==> config.mk <==
export PLATFORM = sky130hd
export DESIGN_NAME = trigger_wave_grid
export DESIGN_NICKNAME = d
export VERILOG_FILES = /design/src/rtl/twg_pkg.sv /design/src/rtl/twg_phase_ctrl.sv /design/src/rtl/twg_cell.sv /design/src/rtl/trigger_wave_grid.sv
export SDC_FILE = /design/constraint.sdc
export NUM_CORES = 1
export LEC_CHECK = 0
export ABC_AREA = 1
export BUFFER_PORTS_ARGS = -buffer_cell sky130_fd_sc_hd__buf_2
export CAP_MARGIN = 20
export CORE_AREA = 2 2 171 173
export DETAILED_ROUTE_END_ITERATION = 12
export DIE_AREA = 0 0 173 175
export GPL_TIMING_DRIVEN = 0
export PLACE_DENSITY = 0.72
export SYNTH_ARGS = -nofsm -noshare
export SYNTH_HDL_FRONTEND = slang
export SYNTH_SLANG_ARGS = --single-unit
export TNS_END_PERCENT = 10
==> constraint.sdc <==
create_clock -name clk -period 2.75 [get_ports clk]
set_clock_uncertainty 0.2 [all_clocks]
set_input_delay 0.1375 -clock clk [delete_from_list [all_inputs] [get_ports clk]]
set_output_delay 0.1375 -clock clk [all_outputs]
set_load 0.1 [all_outputs]
==> src/rtl/twg_pkg.sv <==
package twg_pkg;

    typedef enum logic [2:0] {
        OP_NOP         = 3'd0,
        OP_CLEAR       = 3'd1,
        OP_LOAD_SPACE  = 3'd2,
        OP_LOAD_MARK   = 3'd3,
        OP_RUN         = 3'd4,
        OP_FLAG_LOAD   = 3'd5,
        OP_FLAG_RESULT = 3'd6
    } op_e;

    typedef enum logic [2:0] {
        PH_CLEARED = 3'd0,
        PH_SPACED  = 3'd1,
        PH_MARKED  = 3'd2,
        PH_RUNNING = 3'd3,
        PH_DONE    = 3'd4
    } phase_e;

    localparam int NDIR  = 4;
    localparam int DIR_N = 0;
    localparam int DIR_E = 1;
    localparam int DIR_S = 2;
    localparam int DIR_W = 3;

    typedef struct packed {
        logic clr;
        logic ld_space;
        logic ld_mark;
        logic step;
        logic flag_ld;
        logic flag_res;
    } cell_ctl_t;

    function automatic logic space_load_ok(phase_e ph);
        return (ph == PH_CLEARED) || (ph == PH_SPACED);
    endfunction

    function automatic logic mark_load_ok(phase_e ph);
        return (ph == PH_SPACED) || (ph == PH_MARKED);
    endfunction

endpackage

==> src/rtl/twg_phase_ctrl.sv <==
module twg_phase_ctrl
    import twg_pkg::*;
(
    input  logic       clk,
    input  logic       rst,
    input  logic [2:0] op_i,
    input  logic       any_change,
    output cell_ctl_t  ctl_o,
    output logic       busy_o,
    output logic       done_o
);

    phase_e phase_q, phase_d;
    op_e    op;

    assign op = op_e'(op_i);

    always_comb begin
        ctl_o   = '0;
        phase_d = phase_q;
        if (op == OP_CLEAR) begin
            ctl_o.clr = 1'b1;
            phase_d   = PH_CLEARED;
        end else if (phase_q == PH_RUNNING) begin
            ctl_o.step = 1'b1;
            if (!any_change) begin
                phase_d = PH_DONE;
            end
        end else begin
            case (op)
                OP_LOAD_SPACE: begin
                    if (space_load_ok(phase_q)) begin
                        ctl_o.ld_space = 1'b1;
                        phase_d        = PH_SPACED;
                    end
                end
                OP_LOAD_MARK: begin
                    if (mark_load_ok(phase_q)) begin
                        ctl_o.ld_mark = 1'b1;
                        phase_d       = PH_MARKED;
                    end
                end
                OP_RUN: begin
                    if (phase_q == PH_MARKED) begin
                        phase_d = PH_RUNNING;
                    end
                end
                OP_FLAG_LOAD:   ctl_o.flag_ld = 1'b1;
                OP_FLAG_RESULT: ctl_o.flag_res = (phase_q == PH_DONE);
                default: ;
            endcase
        end
    end

    always_ff @(posedge clk) begin
        if (rst) begin
            phase_q <= PH_CLEARED;
        end else begin
            phase_q <= phase_d;
        end
    end

    assign busy_o = (phase_q == PH_RUNNING);
    assign done_o = (phase_q == PH_DONE);

    AST_RUN_AFTER_MARKS: assert property (@(posedge clk) disable iff (rst) (phase_q == PH_RUNNING && $past(phase_q) != PH_RUNNING) |-> $past(phase_q) == PH_MARKED);
    AST_DONE_STICKY: assert property (@(posedge clk) disable iff (rst) (done_o && op != OP_CLEAR) |=> done_o);
    AST_CLEAR_DROPS_DONE: assert property (@(posedge clk) disable iff (rst) (op == OP_CLEAR) |=> (!done_o && !busy_o));
    AST_NO_SPACE_AFTER_MARKS: assert property (@(posedge clk) disable iff (rst) (phase_q == PH_MARKED && op != OP_CLEAR) |=> phase_q != PH_SPACED);

endmodule

==> src/rtl/twg_cell.sv <==
module twg_cell
    import twg_pkg::*;
(
    input  logic            clk,
    input  logic            rst,
    input  cell_ctl_t       ctl_i,
    input  logic            space_in,
    input  logic            mark_in,
    input  logic            flag_in,
    input  logic [NDIR-1:0] mask_i,
    input  logic [NDIR-1:0] nbr_i,
    output logic            trig_o,
    output logic            flag_o,
    output logic            rise_o
);

    logic space_q, mark_q, trig_q, flag_q;
    logic wave_in, cand;

    assign wave_in = |(mask_i & nbr_i);
    assign cand    = space_q & (mark_q | wave_in);
    assign rise_o  = cand & ~trig_q;

    always_ff @(posedge clk) begin
        if (rst) begin
            space_q <= 1'b0;
            mark_q  <= 1'b0;
            trig_q  <= 1'b0;
            flag_q  <= 1'b1;
        end else begin
            if (ctl_i.clr) begin
                space_q <= 1'b0;
                mark_q  <= 1'b0;
                trig_q  <= 1'b0;
            end
            if (ctl_i.ld_space && flag_q) begin
                space_q <= space_in;
            end
            if (ctl_i.ld_mark && flag_q) begin
                mark_q <= mark_in & space_q;
            end
            if (ctl_i.step) begin
                trig_q <= trig_q | cand;
            end
            if (ctl_i.flag_ld) begin
                flag_q <= flag_in;
            end else if (ctl_i.flag_res) begin
                flag_q <= ~trig_q;
            end
        end
    end

    assign trig_o = trig_q;
    assign flag_o = flag_q;

    AST_MARK_IN_SPACE: assert property (@(posedge clk) disable iff (rst) mark_q |-> space_q);
    AST_TRIG_IN_SPACE: assert property (@(posedge clk) disable iff (rst) trig_q |-> space_q);
    AST_TRIG_HOLDS: assert property (@(posedge clk) disable iff (rst) (trig_q && !ctl_i.clr) |=> trig_q);
    AST_TRIG_QUIET_IDLE: assert property (@(posedge clk) disable iff (rst) (!ctl_i.step && !ctl_i.clr) |=> $stable(trig_q));
    AST_FLAG_KEPT: assert property (@(posedge clk) disable iff (rst) (!ctl_i.flag_ld && !ctl_i.flag_res) |=> $stable(flag_q));

endmodule

==> src/rtl/trigger_wave_grid.sv <==
module trigger_wave_grid
    import twg_pkg::*;
#(
    parameter int ROWS = 6,
    parameter int COLS = 8
) (
    input  logic                      clk,
    input  logic                      rst,
    input  logic [2:0]                op_i,
    input  logic [ROWS*COLS-1:0]      space_i,
    input  logic [ROWS*COLS-1:0]      mark_i,
    input  logic [ROWS*COLS-1:0]      flag_i,
    input  logic [NDIR*ROWS*COLS-1:0] mask_i,
    output logic [ROWS*COLS-1:0]      trig_o,
    output logic [ROWS*COLS-1:0]      flag_o,
    output logic                      busy_o,
    output logic                      done_o
);

    localparam int CELLS = ROWS * COLS;

    cell_ctl_t        ctl;
    logic [CELLS-1:0] trig_w;
    logic [CELLS-1:0] flag_w;
    logic [CELLS-1:0] rise_w;
    logic             any_change;

    assign any_change = |rise_w;

    twg_phase_ctrl u_ctrl (
        .clk        (clk),
        .rst        (rst),
        .op_i       (op_i),
        .any_change (any_change),
        .ctl_o      (ctl),
        .busy_o     (busy_o),
        .done_o     (done_o)
    );

    for (genvar r = 0; r < ROWS; r++) begin : g_row
        for (genvar c = 0; c < COLS; c++) begin : g_col
            localparam int IDX = r * COLS + c;
            logic [NDIR-1:0] nbr;

            if (r > 0) begin : g_n
                assign nbr[DIR_N] = trig_w[IDX - COLS];
            end else begin : g_n_edge
                assign nbr[DIR_N] = 1'b0;
            end
            if (c < COLS - 1) begin : g_e
                assign nbr[DIR_E] = trig_w[IDX + 1];
            end else begin : g_e_edge
                assign nbr[DIR_E] = 1'b0;
            end
            if (r < ROWS - 1) begin : g_s
                assign nbr[DIR_S] = trig_w[IDX + COLS];
            end else begin : g_s_edge
                assign nbr[DIR_S] = 1'b0;
            end
            if (c > 0) begin : g_w
                assign nbr[DIR_W] = trig_w[IDX - 1];
            end else begin : g_w_edge
                assign nbr[DIR_W] = 1'b0;
            end

            twg_cell u_cell (
                .clk      (clk),
                .rst      (rst),
                .ctl_i    (ctl),
                .space_in (space_i[IDX]),
                .mark_in  (mark_i[IDX]),
                .flag_in  (flag_i[IDX]),
                .mask_i   (mask_i[NDIR*IDX +: NDIR]),
                .nbr_i    (nbr),
                .trig_o   (trig_w[IDX]),
                .flag_o   (flag_w[IDX]),
                .rise_o   (rise_w[IDX])
            );
        end
    end

    assign trig_o = trig_w;
    assign flag_o = flag_w;

    AST_BUSY_DONE_EXCL: assert property (@(posedge clk) disable iff (rst) !(busy_o && done_o));
    AST_DONE_NEEDS_QUIET: assert property (@(posedge clk) disable iff (rst) (busy_o && !$past(busy_o)) |-> !done_o);
    AST_TRIG_FROZEN_IDLE: assert property (@(posedge clk) disable iff (rst) (!busy_o && $past(!busy_o) && $past(op_i) != 3'd1) |-> $stable(trig_o));

endmodule

# Word-level counts from Yosys, hierarchy flattened

Cells that the tools add are included.

Bitwise gates (word level): 336
Reduce and logical (&&, ||, !) cells: 249
Multiplexer cells: 258
Equality and inequality tests: 14

Operators by type and width:

| kind                                          | number |
|---|---|
| two-way mux 1 bit                             | 249 |
| nonzero test 2 bit                            | 98 |
| OR reduction 4 bit                            | 48 |
| AND 4 bit                                     | 42 |
| AND 1 bit                                     | 144 |
| logical AND 1 bit                             | 96 |
| OR 1 bit                                      | 96 |
| inverter 1 bit                                | 48 |
| OR reduction 48 bit                           | 1 |
| AND 4 x 3 -> 4 bit                            | 5 |
| two-way mux 3 bit                             | 5 |
| == test 3 x 2 -> 1 bit, second input constant | 4 |
| == test 3 bit, second input constant          | 4 |
| != test 3 x 2 -> 1 bit, second input constant | 3 |
| case mux 3 bit (3 select lines)               | 1 |
| == test 3 x 1 -> 1 bit, second input constant | 2 |
| two-way mux 5 bit                             | 1 |
| AND reduction 5 bit                           | 1 |
| AND 4 x 2 -> 4 bit                            | 1 |
| two-way mux 2 bit                             | 2 |
| nonzero test 4 bit                            | 1 |
| zero test 3 bit                               | 1 |
| logical OR 1 bit                              | 2 |
| != test 2 bit, second input constant          | 1 |
| OR reduction 2 bit                            | 1 |

Logic and storage cells: 1050
Register bits: 195
Output and inout bits: 98

# Logic depth before layout (Yosys ltp)

Depth after elaboration: 8
Mapped depth: 12
Depth with buffers taken out: 12

# By module

Synthesis repeated with hierarchy kept, for this count alone.

Cell total of the unflattened synthesis: 1636
Area total of the unflattened synthesis: 11086.9 um^2

Modules (own cells, without submodules):

| module            | cells an instance | sequential area each (um^2) | times used | area an instance (um^2) |
|---|---|---|---|---|
| twg_cell          | 32                | 80.1                        | 48         | 221.5 |
| twg_phase_ctrl    | 56                | 60.1                        | 1          | 286.5 |
| trigger_wave_grid | 44                | 0.0                         | 1          | 170.2 |

# Worst setup path after synthesis

No wires, ideal clock.

Path kind: register to register
Start: reg u_ctrl.phase_q[1]
End: reg g_row[0].g_col[1].u_cell.flag_q
Clock period less this slack: 2864 ps
Data required time: 2410 ps
Path buffers: 2
Arrival time: 2524 ps
Slack: -114 ps
Stages on the path, launching flop included: 9
Cells stage by stage: dfxtp_1 > nor3_2 > nand4_1 > inv_1 > nor2_1 > buf_4 > buf_4 > nand2_1 > o2111ai_1

Longest elaborated chain between the ends: 5

RTL lines:

| what                         | line                    | source |
|---|---|---|
| start, declared              | twg_phase_ctrl.sv:13    | `phase_e phase_q, phase_d;` |
| start signal, assigned       | twg_phase_ctrl.sv:59    | `phase_q <= phase_d;` |
| == test 3 bit                | -                       |  |
| via done_o                   | trigger_wave_grid.sv:17 | `output logic done_o` |
| two-way mux 1 bit            | twg_phase_ctrl.sv:30    | `case (op)` |
| two-way mux 2 bit            | twg_phase_ctrl.sv:24    | `end else if (phase_q == PH_RUNNING) begin` |
| two-way mux 5 bit            | twg_phase_ctrl.sv:21    | `if (op == OP_CLEAR) begin` |
| nonzero test 2 bit (no line) | -                       |  |
| end signal, assigned         | twg_cell.sv:46          | `flag_q <= flag_in;` |
| end signal, assigned         | twg_cell.sv:48          | `flag_q <= ~trig_q;` |
| end, declared                | twg_cell.sv:17          | `logic space_q, mark_q, trig_q, flag_q;` |

The timed path passes the listed nets, and every way through them passes these cells.
A chain may end at the register's enable or synchronous reset.

# Final worst setup path

Start: reg g_row[4].g_col[6].u_cell.trig_q
End: reg g_row[5].g_col[6].u_cell.trig_q

Longest elaborated chain between the ends: 6

RTL lines:

| what                   | line           | source |
|---|---|---|
| start, declared        | twg_cell.sv:17 |  |
| start signal, assigned | twg_cell.sv:43 | `trig_q <= trig_q \| cand;` |
| AND 4 bit              | twg_cell.sv:20 | `assign wave_in = \|(mask_i & nbr_i);` |
| OR reduction 4 bit     | twg_cell.sv:20 |  |
| OR 1 bit               | twg_cell.sv:21 | `assign cand = space_q & (mark_q \| wave_in);` |
| AND 1 bit              | twg_cell.sv:21 |  |
| OR 1 bit               | twg_cell.sv:43 |  |
| two-way mux 1 bit      | twg_cell.sv:42 | `if (ctl_i.step) begin` |
| end signal, assigned   | twg_cell.sv:43 |  |
| end, declared          | twg_cell.sv:17 |  |

Every way passes these cells.

==> flow_metrics.py <==
metrics = {
    "logic_synthesis": {
        "syn_area_per_cell_um2": 6.76,
        "ys_types": 24,
        "syn_nets": 1848,
        "synth_seq_cells": 195,
        "synth.cell_area_um2": 10200,
        "yosys_warnings": 0,
        "synthCells": 1507,
        "synth_seq_area_share": 0.383,
    },
    "detailed_routing": {
        "drc": 0,
        "vias_per_cell": 5.32,
        "vias": 13600,
        "avgRoutedWirePerCell_um": 21.5,
        "firstDrtPassIters": 6,
        "ant_nets": 0,
        "drt_iter0_markers": 1363,
        "finalWirelength_mm": 55.1,
    },
    "critical_path": {
        "critical-path-slowest-cell": "dfxtp_1",
        "crit_required_ns": 2.93,
        "r2r_cells": 8,
        "cp.arrival_ns": 2.70,
        "cp-end-kind": "register",
        "critPathLaunchType": "register",
        "r2r-end": "g_row[5].g_col[6].u_cell.trig_o",
        "crit_path_cell_trace": "nand2_1 > nand2_1 > dlygate4sd3_1 > inv_1 > nand2_1 > dlygate4sd3_1 > nand3_1 > a21oi_1",
        "max_stage_delay_ns": 0.66,
        "cpMostUsedCell": "nand2_1",
        "worstSetupPathType": "reg -> reg",
        "cp_max_fo": 7,
        "worstReg2RegStart": "g_row[4].g_col[6].u_cell.trig_o",
        "regToRegSetupSlack_ns": 0.23,
    },
    "timing": {
        "slew_viol_final": 0,
        "min_period_ns": 2.52,
        "setup_viol": 0,
        "hold_viol": 0,
        "rsz0062_at_grt": "no",
        "fin_hold_ws_ns": 0.0226,
        "slew_headroom": 0.332,
        "fmax_ghz": 0.397,
        "setup_tns_ns": 0,
        "period_share": 0.915,
        "fin_ws_ns": 0.232,
        "worst-slew-pin-transition_ns": 1.00,
    },
    "die": {
        "start_util": 0.359,
        "die_w_um": 173,
        "die-area_um2": 30300,
        "ioPinCount": 439,
        "rows": 62,
        "die_h_um": 175,
        "core-area_um2": 28400,
    },
    "power": {
        "vdd_drop_max_uv": 343,
        "powerDensity_nw_per_um2": 443,
        "p_total_mw": 6.91,
        "p_leak_nw": 7.57,
    },
    "layout": {
        "drive_above_1_share": 0.267,
        "fill_cells": 2702,
        "final_area_um2": 15600,
        "final_core_util": 0.549,
        "fin_cells": 2560,
        "nets": 2503,
        "area_growth_pct": 52.9,
    },
    "hold_path": {
        "holdPathEnd": "g_row[2].g_col[4].u_cell.trig_o",
        "hold_depth": 7,
        "hold_path.class": "in -> reg",
        "min_from": "mask_i[83]",
    },
    "global_route": {
        "grt.busiest_layer": "met2",
        "grtUsageMet3": 0.0768,
        "grt_use_total": 0.350,
        "grt_antenna_before_repair": 1,
        "grt_pass1_wl_mm": 78.8,
        "gr-total-overflow": 0,
        "grt_use_met1": 0.434,
        "met2_usage": 0.578,
        "grt_max_degree": 19,
        "grt_pass1_vias": 13000,
    },
    "place": {
        "dp_slack_ns": 0.291,
        "dp_hpwl_mm": 40.3,
        "gp_congestion": 0.927,
        "dp.cells": 2301,
        "numPortBuffers": 410,
        "placed_area_um2": 12700,
    },
    "clock_network": {
        "cts_tree": "done",
        "clockBufferDepth": 2,
        "cts.sinks": 195,
        "cts_setup_buffers": 0,
        "path_clk_slew_ns": 0.08,
        "htreeDepth": 4,
        "post_cts_resized": 0,
        "cts_buffers": 17,
        "clkLatencyLatePin_ns": 0.45,
        "clock-root-buffer": "clkbuf_16",
    },
    "run": {
        "drv_cap": 0,
    },
    "outcome": {
        "outcome": "finished, final reports clean",
    },
}
cell usage after synthesis (all sizes together):
cell type / n / area, um2
o21ai: 50 / 250
nand4: 38 / 244
nand2: 478 / 1790
a21oi: 139 / 696
clkbuf: 28 / 105
nor3: 23 / 131
a21o: 1 / 7.51
nand3b: 8 / 60.1
buf: 131 / 915
nor2: 56 / 215
o21a: 1 / 7.51
o2111ai: 47 / 412
a31oi: 48 / 300
nand3: 117 / 591
dfxtp: 195 / 3900
inv: 147 / 552
routing by layer:
layer	vias to the layer above	part of all wire
met2	951	0.46
met4	0	0.050
met1	6253	0.39
met5	-	0
met3	175	0.10
li1	6247	-
cell type report:
type | instances | area [um2] | area share
timing repair buffer | 637 | 4320 | 0.278
antenna | 1 | 2.50 | 0.000161
buffer | 158 | 1020 | 0.0652
sequential | 195 | 3900 | 0.251
tap | 384 | 480 | 0.0308
clock buffer | 19 | 443 | 0.0284
multi-input combinational | 1006 | 4710 | 0.303
clock inverter | 13 | 139 | 0.00892
inverter | 147 | 552 | 0.0354
kinds of logic after synthesis:
kind of cell | Yosys count | synth area share
buf+inv | 306 | 0.154
simple gates | 720 | 0.298
compound gates | 286 | 0.164
flops | 195 | 0.383
critical path, delay by kind of cell (launching register included):
family / cells / cell delay, ns
buf+inv: 3 / 1.16
simple gates: 4 / 0.32
compound gates: 1 / 0.12
flops: 1 / 0.66
timing repair:
action / CTS / global route
setup endpoints to repair: 1 / 0
hold buffers: 227 / 0
hold endpoints to repair: 189 / 0
report_power, final:
| part | total (mW) | internal [mW] | leakage (nW) | switching [mW] |
|---|---|---|---|---|
| sequential | 3.02 | 2.91 | 1.58 | 0.113 |
| clock | 2.57 | 1.31 | 0.289 | 1.26 |
| combinational | 1.31 | 0.515 | 5.69 | 0.797 |
| total | 6.91 | 4.74 | 7.57 | 2.17 |
flip-flops by register name (all words and copies together), names as in the netlist:
signal / count
g_row.g_col.u_cell.trig_o: 48
g_row.g_col.u_cell.flag_o: 48
g_row.g_col.u_cell.mark_q: 48
u_ctrl.phase_q: 3
g_row.g_col.u_cell.space_q: 48
cell usage in the layout (no fill, tap or decap), types with 2 or more instances in the layout:
| cell | instances |
|---|---|
| inv_6 | 4 |
| inv_8 | 3 |
| nor2_1 | 54 |
| nor3_1 | 21 |
| buf_1 | 3 |
| clkbuf_1 | 28 |
| nand4_1 | 37 |
| nand2_1 | 478 |
| clkbuf_16 | 17 |
| buf_2 | 433 |
| nor2_2 | 2 |
| inv_2 | 5 |
| nand3b_1 | 8 |
| dlygate4sd3_1 | 227 |
| o2111ai_1 | 47 |
| clkinv_4 | 4 |
| nand3_1 | 116 |
| dfxtp_1 | 195 |
| a21oi_1 | 139 |
| a31oi_1 | 48 |
| buf_4 | 105 |
| o21ai_0 | 50 |
| nor3_4 | 2 |
| inv_1 | 142 |
worst max-delay path by stage:
stage                                       to  cells past startpoint                             from
2_1_floorplan  g_row[0].g_col[1].u_cell.flag_o                      8                u_ctrl.phase_q[1]
3_3_place_gp                            busy_o                      4                u_ctrl.phase_q[1]
3_5_place_dp                            busy_o                      4                u_ctrl.phase_q[1]
4_1_cts        g_row[5].g_col[6].u_cell.trig_o                      8  g_row[4].g_col[6].u_cell.trig_o
5_1_grt                      u_ctrl.phase_q[0]                     13  g_row[5].g_col[6].u_cell.trig_o
6_report       g_row[5].g_col[6].u_cell.trig_o                      8  g_row[4].g_col[6].u_cell.trig_o
Power figures use the tool's default switching activity.
